$ cat src/rtl/panel_spi_pkg.sv
package panel_spi_pkg;

  localparam int WORD_W = 9;

  typedef enum logic [2:0] {
    SH_IDLE,
    SH_LOW,
    SH_HIGH,
    SH_TAIL,
    SH_GAP
  } sh_state_t;

  typedef enum logic [1:0] {
    TX_IDLE,
    TX_WORD,
    TX_WAIT,
    TX_ID
  } seq_state_t;

endpackage

$ cat src/rtl/panel_spi_shifter.sv
module panel_spi_shifter
  import panel_spi_pkg::*;
#(
  parameter int HALF_DIV = 25
) (
  input  logic              clk,
  input  logic              rst_n,
  input  logic              start,
  input  logic [WORD_W-1:0] tx_word,
  input  logic              len9,
  input  logic              miso,
  output logic              idle,
  output logic              word_end,
  output logic [7:0]        rx_byte,
  output logic              sck,
  output logic              cs_n,
  output logic              mosi
);

  localparam int CW = $clog2(2 * HALF_DIV + 1);
  localparam logic [CW-1:0] HALF_LAST = CW'(HALF_DIV - 1);
  localparam logic [CW-1:0] GAP_LAST  = CW'(2 * HALF_DIV - 1);

  sh_state_t         st_q, st_n;
  logic [CW-1:0]     cnt_q, cnt_n;
  logic [3:0]        bits_q, bits_n;
  logic [WORD_W-1:0] sh_q, sh_n;
  logic [7:0]        rx_q, rx_n;
  logic              sck_q, sck_n;
  logic              cs_q, cs_n_n;
  logic              half_end, gap_end;

  assign half_end = (cnt_q == HALF_LAST);
  assign gap_end  = (cnt_q == GAP_LAST);

  always_comb begin
    st_n     = st_q;
    cnt_n    = cnt_q;
    bits_n   = bits_q;
    sh_n     = sh_q;
    rx_n     = rx_q;
    sck_n    = sck_q;
    cs_n_n   = cs_q;
    word_end = 1'b0;
    unique case (st_q)
      SH_IDLE: begin
        if (start) begin
          st_n   = SH_LOW;
          cnt_n  = '0;
          bits_n = len9 ? 4'd8 : 4'd7;
          sh_n   = tx_word;
          cs_n_n = 1'b0;
        end
      end
      SH_LOW: begin
        if (half_end) begin
          st_n  = SH_HIGH;
          cnt_n = '0;
          sck_n = 1'b1;
          rx_n  = {rx_q[6:0], miso};
        end else begin
          cnt_n = cnt_q + CW'(1);
        end
      end
      SH_HIGH: begin
        if (half_end) begin
          sck_n = 1'b0;
          cnt_n = '0;
          if (bits_q == 4'd0) begin
            st_n = SH_TAIL;
          end else begin
            st_n   = SH_LOW;
            bits_n = bits_q - 4'd1;
            sh_n   = {sh_q[WORD_W-2:0], 1'b0};
          end
        end else begin
          cnt_n = cnt_q + CW'(1);
        end
      end
      SH_TAIL: begin
        if (half_end) begin
          st_n   = SH_GAP;
          cnt_n  = '0;
          cs_n_n = 1'b1;
        end else begin
          cnt_n = cnt_q + CW'(1);
        end
      end
      SH_GAP: begin
        if (gap_end) begin
          st_n     = SH_IDLE;
          word_end = 1'b1;
        end else begin
          cnt_n = cnt_q + CW'(1);
        end
      end
      default: st_n = SH_IDLE;
    endcase
  end

  always_ff @(posedge clk or negedge rst_n) begin
    if (!rst_n) begin
      st_q   <= SH_IDLE;
      cnt_q  <= '0;
      bits_q <= '0;
      sh_q   <= '0;
      rx_q   <= '0;
      sck_q  <= 1'b0;
      cs_q   <= 1'b1;
    end else begin
      st_q   <= st_n;
      cnt_q  <= cnt_n;
      bits_q <= bits_n;
      sh_q   <= sh_n;
      rx_q   <= rx_n;
      sck_q  <= sck_n;
      cs_q   <= cs_n_n;
    end
  end

  assign idle    = (st_q == SH_IDLE);
  assign rx_byte = rx_q;
  assign sck     = sck_q;
  assign cs_n    = cs_q;
  assign mosi    = sh_q[WORD_W-1];

endmodule

$ cat src/rtl/panel_spi_seq.sv
module panel_spi_seq
  import panel_spi_pkg::*;
#(
  parameter logic [7:0] ID_CMD = 8'h04
) (
  input  logic              clk,
  input  logic              rst_n,
  input  logic              in_valid,
  input  logic              in_is_cmd,
  input  logic              in_last,
  input  logic [7:0]        in_data,
  input  logic              id_start,
  input  logic              sh_idle,
  input  logic              word_end,
  input  logic [7:0]        rx_byte,
  output logic              in_ready,
  output logic              sh_start,
  output logic [WORD_W-1:0] sh_word,
  output logic              sh_len9,
  output logic              busy,
  output logic              done,
  output logic [7:0]        id_byte
);

  seq_state_t q_q, q_n;
  logic [1:0] ph_q, ph_n;
  logic       last_q, last_n;
  logic       done_q, done_n;
  logic [7:0] id_q, id_n;
  logic       fire, id_go;

  assign in_ready = (q_q == TX_IDLE) || (q_q == TX_WAIT);
  assign fire     = in_valid && in_ready;
  assign id_go    = (q_q == TX_ID) && sh_idle;
  assign sh_start = fire || id_go;
  assign sh_len9  = fire || (ph_q != 2'd2);

  always_comb begin
    if (fire)
      sh_word = {~in_is_cmd, in_data};
    else if (ph_q == 2'd0)
      sh_word = {1'b0, ID_CMD};
    else
      sh_word = '0;
  end

  always_comb begin
    q_n    = q_q;
    ph_n   = ph_q;
    last_n = last_q;
    done_n = 1'b0;
    id_n   = id_q;
    unique case (q_q)
      TX_IDLE: begin
        if (fire) begin
          q_n    = TX_WORD;
          last_n = in_last;
        end else if (id_start) begin
          q_n  = TX_ID;
          ph_n = 2'd0;
        end
      end
      TX_WORD: begin
        if (word_end) begin
          if (last_q) begin
            q_n    = TX_IDLE;
            done_n = 1'b1;
          end else begin
            q_n = TX_WAIT;
          end
        end
      end
      TX_WAIT: begin
        if (fire) begin
          q_n    = TX_WORD;
          last_n = in_last;
        end
      end
      TX_ID: begin
        if (word_end) begin
          if (ph_q == 2'd2) begin
            q_n    = TX_IDLE;
            done_n = 1'b1;
            id_n   = rx_byte;
          end else begin
            ph_n = ph_q + 2'd1;
          end
        end
      end
      default: q_n = TX_IDLE;
    endcase
  end

  always_ff @(posedge clk or negedge rst_n) begin
    if (!rst_n) begin
      q_q    <= TX_IDLE;
      ph_q   <= '0;
      last_q <= 1'b0;
      done_q <= 1'b0;
      id_q   <= '0;
    end else begin
      q_q    <= q_n;
      ph_q   <= ph_n;
      last_q <= last_n;
      done_q <= done_n;
      id_q   <= id_n;
    end
  end

  assign busy    = (q_q != TX_IDLE);
  assign done    = done_q;
  assign id_byte = id_q;

endmodule

$ cat src/rtl/panel_cmd_spi.sv
module panel_cmd_spi
  import panel_spi_pkg::*;
#(
  parameter int SYS_HZ   = 50_000_000,
  parameter int SCK_HZ   = 1_000_000,
  parameter int HALF_DIV = SYS_HZ / (2 * SCK_HZ)
) (
  input  logic       clk,
  input  logic       rst_n,
  input  logic       in_valid,
  output logic       in_ready,
  input  logic       in_is_cmd,
  input  logic       in_last,
  input  logic [7:0] in_data,
  input  logic       id_start,
  output logic [7:0] id_byte,
  output logic       busy,
  output logic       done,
  output logic       spi_sck,
  output logic       spi_cs_n,
  output logic       spi_mosi,
  input  logic       spi_miso
);

  logic              sh_start, sh_len9, sh_idle, sh_end;
  logic [WORD_W-1:0] sh_word;
  logic [7:0]        sh_rx;

  panel_spi_seq #(.ID_CMD(8'h04)) u_seq (
    .clk      (clk),
    .rst_n    (rst_n),
    .in_valid (in_valid),
    .in_is_cmd(in_is_cmd),
    .in_last  (in_last),
    .in_data  (in_data),
    .id_start (id_start),
    .sh_idle  (sh_idle),
    .word_end (sh_end),
    .rx_byte  (sh_rx),
    .in_ready (in_ready),
    .sh_start (sh_start),
    .sh_word  (sh_word),
    .sh_len9  (sh_len9),
    .busy     (busy),
    .done     (done),
    .id_byte  (id_byte)
  );

  panel_spi_shifter #(.HALF_DIV(HALF_DIV)) u_shift (
    .clk     (clk),
    .rst_n   (rst_n),
    .start   (sh_start),
    .tx_word (sh_word),
    .len9    (sh_len9),
    .miso    (spi_miso),
    .idle    (sh_idle),
    .word_end(sh_end),
    .rx_byte (sh_rx),
    .sck     (spi_sck),
    .cs_n    (spi_cs_n),
    .mosi    (spi_mosi)
  );

endmodule

$ cat config.mk
export PLATFORM = sky130hd
export DESIGN_NAME = panel_cmd_spi
export DESIGN_NICKNAME = d
export VERILOG_FILES = /design/src/rtl/panel_spi_pkg.sv /design/src/rtl/panel_spi_shifter.sv /design/src/rtl/panel_spi_seq.sv /design/src/rtl/panel_cmd_spi.sv
export SDC_FILE = /design/constraint.sdc
export NUM_CORES = 1
export LEC_CHECK = 0
export ABC_CLOCK_PERIOD_IN_PS = 2600
export BUFFER_PORTS_ARGS = -buffer_cell sky130_fd_sc_hd__buf_4
export CAP_MARGIN = 20
export CORE_ASPECT_RATIO = 1.5
export CORE_MARGIN = 2
export CORE_UTILIZATION = 54
export DETAILED_ROUTE_END_ITERATION = 6
export GPL_TIMING_DRIVEN = 0
export PLACE_DENSITY = 0.74
export RECOVER_POWER = 50
export SYNTH_ARGS = -nofsm -noshare
export SYNTH_HDL_FRONTEND = slang
export SYNTH_SLANG_ARGS = --single-unit
$ cat constraint.sdc
create_clock -name clk -period 2.6 [get_ports clk]
set_input_delay 0.52 -clock clk [delete_from_list [all_inputs] [get_ports clk]]
set_output_delay 0.52 -clock clk [all_outputs]
set_load 0.01 [all_outputs]
==> results.rst, run 1 <==
.. list-table::
   :header-rows: 1

   * - Metric
     - Value
   * - Run status
     - finished clean
   * - Post-synthesis mux area share
     - 16.0%
   * - Compound-cell area share of the yosys netlist
     - 12.2%
   * - Critical Path End Type
     - flop
   * - Total of buffers placed on input and output ports
     - 28
   * - Worst Setup Path Type
     - flop to flop
   * - Number of clock sinks seen by CTS
     - 46
   * - Violation count after the first detailed-route iteration
     - 122
   * - CP Launch Type
     - flop
   * - PwrDens
     - 494 nW/um2
   * - Starting density of the core
     - 55.3%
   * - Worst Skew
     - 0.0133 ns
   * - Launch point of the worst reg-to-reg path
     - u_seq.q_q[0]
   * - 1st-pass router iterations
     - 4
   * - Final count of pins violating max slew
     - 0
   * - Crit path arrival time
     - 2.39 ns
   * - Ranking of synthesized cells by area
     - dfrtp_1 (43%), mux2_2 (8.6%), mux2_4 (4.6%)
   * - Buffers & Inverters on Critical Path
     - 1
   * - Number of antenna repair diodes
     - 0
   * - Overflow left after global routing
     - 0
   * - Hold Startpoint
     - in_last
   * - XOR/XNOR Fraction of Synth Area
     - 0.335%
   * - Dominant combinational cell family by area after synthesis
     - simple AND/OR/NAND/NOR gates
   * - Hold Slack
     - 0.404 ns
   * - Final period util
     - 84.7%
   * - Adder-cell share of the synthesized area
     - 3.73%
   * - Largest net degree at the start of global routing
     - 47
   * - Detailed-route wire length per cell
     - 14.8 um
   * - Top-area cell type share of the netlist area
     - 43.0%
   * - Vias in the first global route
     - 1858
   * - LEAKAGE
     - 1.46 nW
   * - Number of clock buffers inserted by TritonCTS
     - 5
   * - Total Die Area
     - 5430 um2
   * - GPL Wtd Cong
     - 0.839
   * - Async SR Flop Fraction
     - 100%
   * - Most common cell after layout, fill and taps aside
     - dfrtp_1
   * - Hold Buf Count CTS
     - 0
   * - Slowest Stage Delay on Critical Path
     - 0.46 ns
   * - Layout-stage area growth over the synthesis result
     - 15.2%
   * - Routed Antenna Nets
     - 0
   * - Worst setup startpoint
     - u_seq.q_q[0]
   * - Clk Tree Root Cell
     - clkbuf_8
   * - Register clock-pin slew on the reported worst setup and hold paths
     - 0.08 ns
   * - Die height
     - 89.3 um
   * - Number of warnings reported in the yosys synthesis log
     - 0
   * - Cells traversed along the worst timing path
     - clkbuf_1, mux2i_4, nor3_2, a31oi_4, mux2_2
   * - Total negative setup slack
     - 0 ns
   * - Number of placement rows
     - 31
   * - Number of antenna violations at the first check in global routing
     - 0
   * - Width of the die
     - 60.8 um
   * - MaxCap Viol Count
     - 0
   * - Required time worst endpoint
     - 2.79 ns
   * - Clk_lat worst skew
     - 0.31 ns
   * - Cell type with the largest total area after synthesis
     - dfrtp_1
   * - Via/cell ratio
     - 5.58
   * - Top-level port count
     - 29
   * - # DRC
     - 0
   * - Slew @ Worst Pin
     - 1.14 ns
   * - Routed vias
     - 1943
   * - Worst slew margin relative to its limit
     - 24.0%
   * - Final number of setup-violating endpoints
     - 0
   * - Share of final-layout standard cells stronger than drive strength 1
     - 30.5%
   * - Nets
     - 303
   * - Final WL
     - 5160 um
   * - Avg Synthesized Cell Area
     - 10.6 um2
   * - RSZ-0062 raised after global routing
     - false
   * - Top FF cell, synth
     - dfrtp_1
   * - EDFF count, synth
     - 0
   * - Commonest cells after routing, fill and taps aside
     - dfrtp_1 (45), nand2_1 (29), buf_4 (23), mux2_2 (20)
   * - Synthesized flop and latch total
     - 46
   * - Dpl hpwl
     - 3580 um
   * - Count of cell types in the netlist
     - 60
   * - Synthesized area
     - 2620 um2
   * - Final hold violation count
     - 0
   * - Synthesized net count
     - 268
   * - Number of cells produced by synthesis
     - 246
   * - Top Family by Delay on Critical Path
     - multiplexers
   * - Final critical path time including I/O delays and setup
     - 2.20 ns
   * - H-tree Lvls
     - 2
   * - Core area
     - 4730 um2
   * - CTS-repair resized insts
     - 0
   * - IR Drop Worst-Case VDD
     - 0.000362 V
   * - Peak clock frequency supported by timing
     - 454 MHz
   * - Wire length of the first global-routing pass
     - 8610 um
   * - Cell with the largest stage delay on the worst path
     - mux2i_4
   * - Hold Crit Class
     - input port to flop
   * - Portion of the post-synthesis area used by sequential elements
     - 44.0%
   * - Post-synthesis share of cell area spent on and, or, nand and nor gates
     - 18.1%
   * - Clock tree from TritonCTS
     - done
   * - Max Root-Sink Buffers
     - 2
   * - Total routing resource utilization after global routing
     - 21.2%
   * - Highest fanout seen on the critical path
     - 10
   * - Post-CTS Setup Repair Bufs
     - 0
-- state kept, by name, indices dropped and copies added (netlist names) --
register and flops:
u_shift.rx_byte 8, u_seq.ph_q 2, u_shift.sh_q 9, u_seq.id_byte 8, u_seq.done 1, u_shift.st_q 3, u_shift.bits_q 4, u_shift.sck 1
u_seq.last_q 1, u_shift.cnt_q 6, u_shift.cs_n 1, u_seq.q_q 2
-- worst reg2reg max path: stages, from the launching register on --
cell,delay [ns]
dfrtp_1,0.33
clkbuf_1,0.41
mux2i_4,0.47
nor3_2,0.13
a31oi_4,0.37
mux2_2,0.39
-- layout make-up --
type                       count  area (um2)
multi-input combinational    174        1320
timing repair buffer          28         185
fill                         407        1720
clock buffer                   5        68.8
tap                           66        82.6
inverter                      13        48.8
sequential                    46        1150
buffer                        13        92.6
clock inverter                 3        68.8
-- final timing paths --
check                                endpoint  slack (ns)  cells past startpoint
min                              u_seq.last_q        0.40                      3
max reg2reg                   u_shift.sh_q[2]        0.40                      5
min reg2reg                   u_shift.sh_q[0]        0.49                      1
max in group asynchronous  u_shift.rx_byte[6]        1.49                      1
max                           u_shift.sh_q[2]        0.40                      5
min in group asynchronous    u_shift.cnt_q[3]        0.41                      1
-- cells in the mapped netlist, types with 2 or more instances --
cell type	count
dfrtp_1	45
nand2_1	29
mux2_2	20
a21oi_1	13
inv_1	13
nand3_1	13
nor3_1	9
mux2_4	8
nor2_1	8
o21ai_0	8
ha_1	7
mux2i_1	5
buf_6	4
a211oi_1	3
a21o_1	3
a31oi_1	3
buf_2	3
clkbuf_1	3
and3_1	2
buf_4	2
nor2_2	2
nor3_2	2
nor4_1	2
o31ai_1	2
or3_1	2
-- power breakdown --
part | total (mW) | internal [mW] | switching, mW
sequential | 0.748 | 0.733 | 0.0157
clock | 0.644 | 0.385 | 0.258
combinational | 0.0965 | 0.0438 | 0.0527
-- metal layers --
| metal | routed length, um | GRT usage, % |
|---|---|---|
| met1 | 2190 | 25.7 |
| met2 | 2740 | 36.2 |
| met3 | 129 | 4.20 |
| met4 | 106 | 8.89 |
| met5 | 0 | 0 |
-- through the flow --
step	power [mW]	instances	cell area, um2	setup WS (ns)	util, %
floorplan	0.811	246	2620	0.783	-
global placement	0.854	340	2910	0.583	61.5
detailed placement	0.859	340	2910	0.545	61.5
CTS	1.50	348	3050	0.522	64.4
global route	1.54	348	3020	0.292	63.7
finish	1.49	348	3020	0.398	63.7
-- logic make-up (layout without fill, tap and decap cells) --
kind of cell | Yosys count | after routing
simple gates | 85 | 85
flops | 46 | 46
mux | 34 | 34
fa+ha+maj | 8 | 8
buf+inv | 26 | 62
xor+xnor | 1 | 1
compound gates | 46 | 46
No activity file was read; power rests on OpenSTA's default activity.
==> run 2, diff against run 1 <==
--- a/config.mk
+++ b/config.mk
@@ -5,7 +5,7 @@
 export SDC_FILE = /design/constraint.sdc
 export NUM_CORES = 1
 export LEC_CHECK = 0
-export ABC_CLOCK_PERIOD_IN_PS = 2600
+export ABC_CLOCK_PERIOD_IN_PS = 2180
 export BUFFER_PORTS_ARGS = -buffer_cell sky130_fd_sc_hd__buf_4
 export CAP_MARGIN = 20
 export CORE_ASPECT_RATIO = 1.5
==> constraint.sdc (replaced) <==
create_clock -name clk -period 2.18 [get_ports clk]
set_input_delay 0.436 -clock clk [delete_from_list [all_inputs] [get_ports clk]]
set_output_delay 0.436 -clock clk [all_outputs]
set_load 0.01 [all_outputs]
==> results.rst, run 2 (synthesis results as in run 1) <==
.. list-table::
   :header-rows: 1

   * - Metric
     - Value
   * - Run status
     - finished clean
   * - Most common cell after layout, fill and taps aside
     - dfrtp_1
   * - Hold Crit Class
     - input port to flop
   * - Cell with the largest stage delay on the worst path
     - dfrtp_1
   * - Number of antenna violations at the first check in global routing
     - 0
   * - Total Die Area
     - 5430 um2
   * - Required time worst endpoint
     - 2.37 ns
   * - Final number of setup-violating endpoints
     - 0
   * - Final count of pins violating max slew
     - 0
   * - Slew @ Worst Pin
     - 1.14 ns
   * - Clock tree from TritonCTS
     - done
   * - Top Family by Delay on Critical Path
     - flip-flops
   * - Largest net degree at the start of global routing
     - 47
   * - Total negative setup slack
     - 0 ns
   * - Critical Path End Type
     - flop
   * - Number of placement rows
     - 31
   * - Number of antenna repair diodes
     - 0
   * - Die height
     - 89.3 um
   * - Cells traversed along the worst timing path
     - inv_1, ha_1, nand4b_2, nor2_4, a31oi_4, mux2_2
   * - Width of the die
     - 60.8 um
   * - Crit path arrival time
     - 2.19 ns
   * - Clk Tree Root Cell
     - clkbuf_8
   * - Worst Setup Slack post-DPL
     - 0.125 ns
   * - Nets
     - 303
   * - Worst Skew
     - 0.0115 ns
   * - Non-filler instance count after layout
     - 348
   * - Final worst-path setup slack
     - 0.184 ns
   * - Worst slew margin relative to its limit
     - 24.1%
   * - Fill cell instance count of the final layout
     - 405
   * - MaxCap Viol Count
     - 0
   * - Slowest Stage Delay on Critical Path
     - 0.50 ns
   * - Max Root-Sink Buffers
     - 2
   * - Final hold violation count
     - 0
   * - Max FFs per register
     - 9
   * - Total of buffers placed on input and output ports
     - 28
   * - CP Launch Type
     - flop
   * - H-tree Lvls
     - 2
   * - Highest fanout seen on the critical path
     - 10
   * - RSZ-0062 raised after global routing
     - false
   * - Post-layout power
     - 1.77 mW
   * - Routed vias
     - 1968
   * - Total routing resource utilization after global routing
     - 21.2%
   * - Register clock-pin slew on the reported worst setup and hold paths
     - 0.09 ns
   * - Final design area excluding fillers
     - 3030 um2
   * - Share of final-layout standard cells stronger than drive strength 1
     - 30.9%
   * - Final period util
     - 91.6%
   * - Wire length of the first global-routing pass
     - 8610 um
   * - Post-CTS Setup Repair Bufs
     - 0
   * - Final WL
     - 5170 um
   * - Starting density of the core
     - 55.3%
   * - # DRC
     - 0
   * - Detailed-route wire length per cell
     - 14.9 um
   * - Peak clock frequency supported by timing
     - 501 MHz
   * - Top reg by flops
     - u_shift.sh_q
   * - Dpl hpwl
     - 3580 um
   * - Number of clock sinks seen by CTS
     - 46
   * - Layout-stage area growth over the synthesis result
     - 15.7%
   * - Core area
     - 4730 um2
   * - GPL Wtd Cong
     - 0.839
   * - Vias in the first global route
     - 1858
   * - 1st-pass router iterations
     - 4
   * - Top-level port count
     - 29
   * - Cell count after placement
     - 340
   * - Final critical path time including I/O delays and setup
     - 2.00 ns
   * - Clk_lat worst skew
     - 0.31 ns
   * - Violation count after the first detailed-route iteration
     - 104
   * - Via/cell ratio
     - 5.66
   * - Buffers & Inverters on Critical Path
     - 1
   * - Routed Antenna Nets
     - 0
   * - Worst Setup Path Type
     - flop to flop
   * - IR Drop Worst-Case VDD
     - 0.000432 V
   * - LEAKAGE
     - 1.46 nW
   * - PwrDens
     - 585 nW/um2
   * - DP Area
     - 2910 um2
   * - Number of clock buffers inserted by TritonCTS
     - 5
   * - Commonest cells after routing, fill and taps aside
     - dfrtp_1 (45), nand2_1 (29), buf_4 (23), mux2_2 (20)
   * - Overflow left after global routing
     - 0
run 2: final timing paths:
check                                       from  depth (start not counted)  slack [ns]                 end
worst max-delay path            u_shift.cnt_q[0]                          6        0.18     u_shift.sh_q[2]
worst min-delay path                     in_last                          3        0.32        u_seq.last_q
worst max register to register  u_shift.cnt_q[0]                          6        0.18     u_shift.sh_q[2]
worst min register to register   u_shift.sh_q[0]                          1        0.49     u_shift.sh_q[0]
max in group asynchronous                  rst_n                          1        1.15  u_shift.rx_byte[6]
min in group asynchronous                  rst_n                          1        0.33    u_shift.cnt_q[3]
run 2: worst reg2reg max path, stage by stage (launching register included):
cell,delay (ns)
dfrtp_1,0.50
inv_1,0.10
ha_1,0.22
nand4b_2,0.20
nor2_4,0.10
a31oi_4,0.37
mux2_2,0.39
run 2: per-layer routing:
| layer | vias to the layer above | global-route usage [%] | wire length [um] |
|---|---|---|---|
| li1 | 958 | - | - |
| met4 | 0 | 8.89 | 125 |
| met5 | - | 0 | 0 |
| met2 | 32 | 36.2 | 2720 |
| met1 | 964 | 25.7 | 2190 |
| met3 | 14 | 4.20 | 146 |
run 2: through the flow:
step	hold slack, ns	utilization [%]
final	0.322	64.0
after global routing	0.336	64.0
after CTS	0.146	64.4
after detailed placement	0.472	61.5
after global placement	0.461	61.5
after floorplan	0.140	-
run 2: final cells by class:
type | count | area [um2] | area share (%)
well taps | 66 | 82.6 | 2.73
inverters | 13 | 48.8 | 1.61
clock buffers | 5 | 68.8 | 2.27
multi-input cells | 174 | 1320 | 43.6
flip-flops and latches | 46 | 1150 | 38.1
clock inverters | 3 | 68.8 | 2.27
repair buffers | 28 | 185 | 6.12
plain buffers | 13 | 100 | 3.31
run 2: repair_timing:
action / in CTS / in global routing
setup endpoints to repair: 0 / 8
hold buffers: 0 / 0
resized for setup: 0 / 1
run 2: power breakdown:
part           switching [mW]  internal, mW  total, mW
clock network           0.304         0.459      0.763
registers              0.0187         0.874      0.893
logic                  0.0625        0.0522      0.115
total                   0.385          1.39       1.77
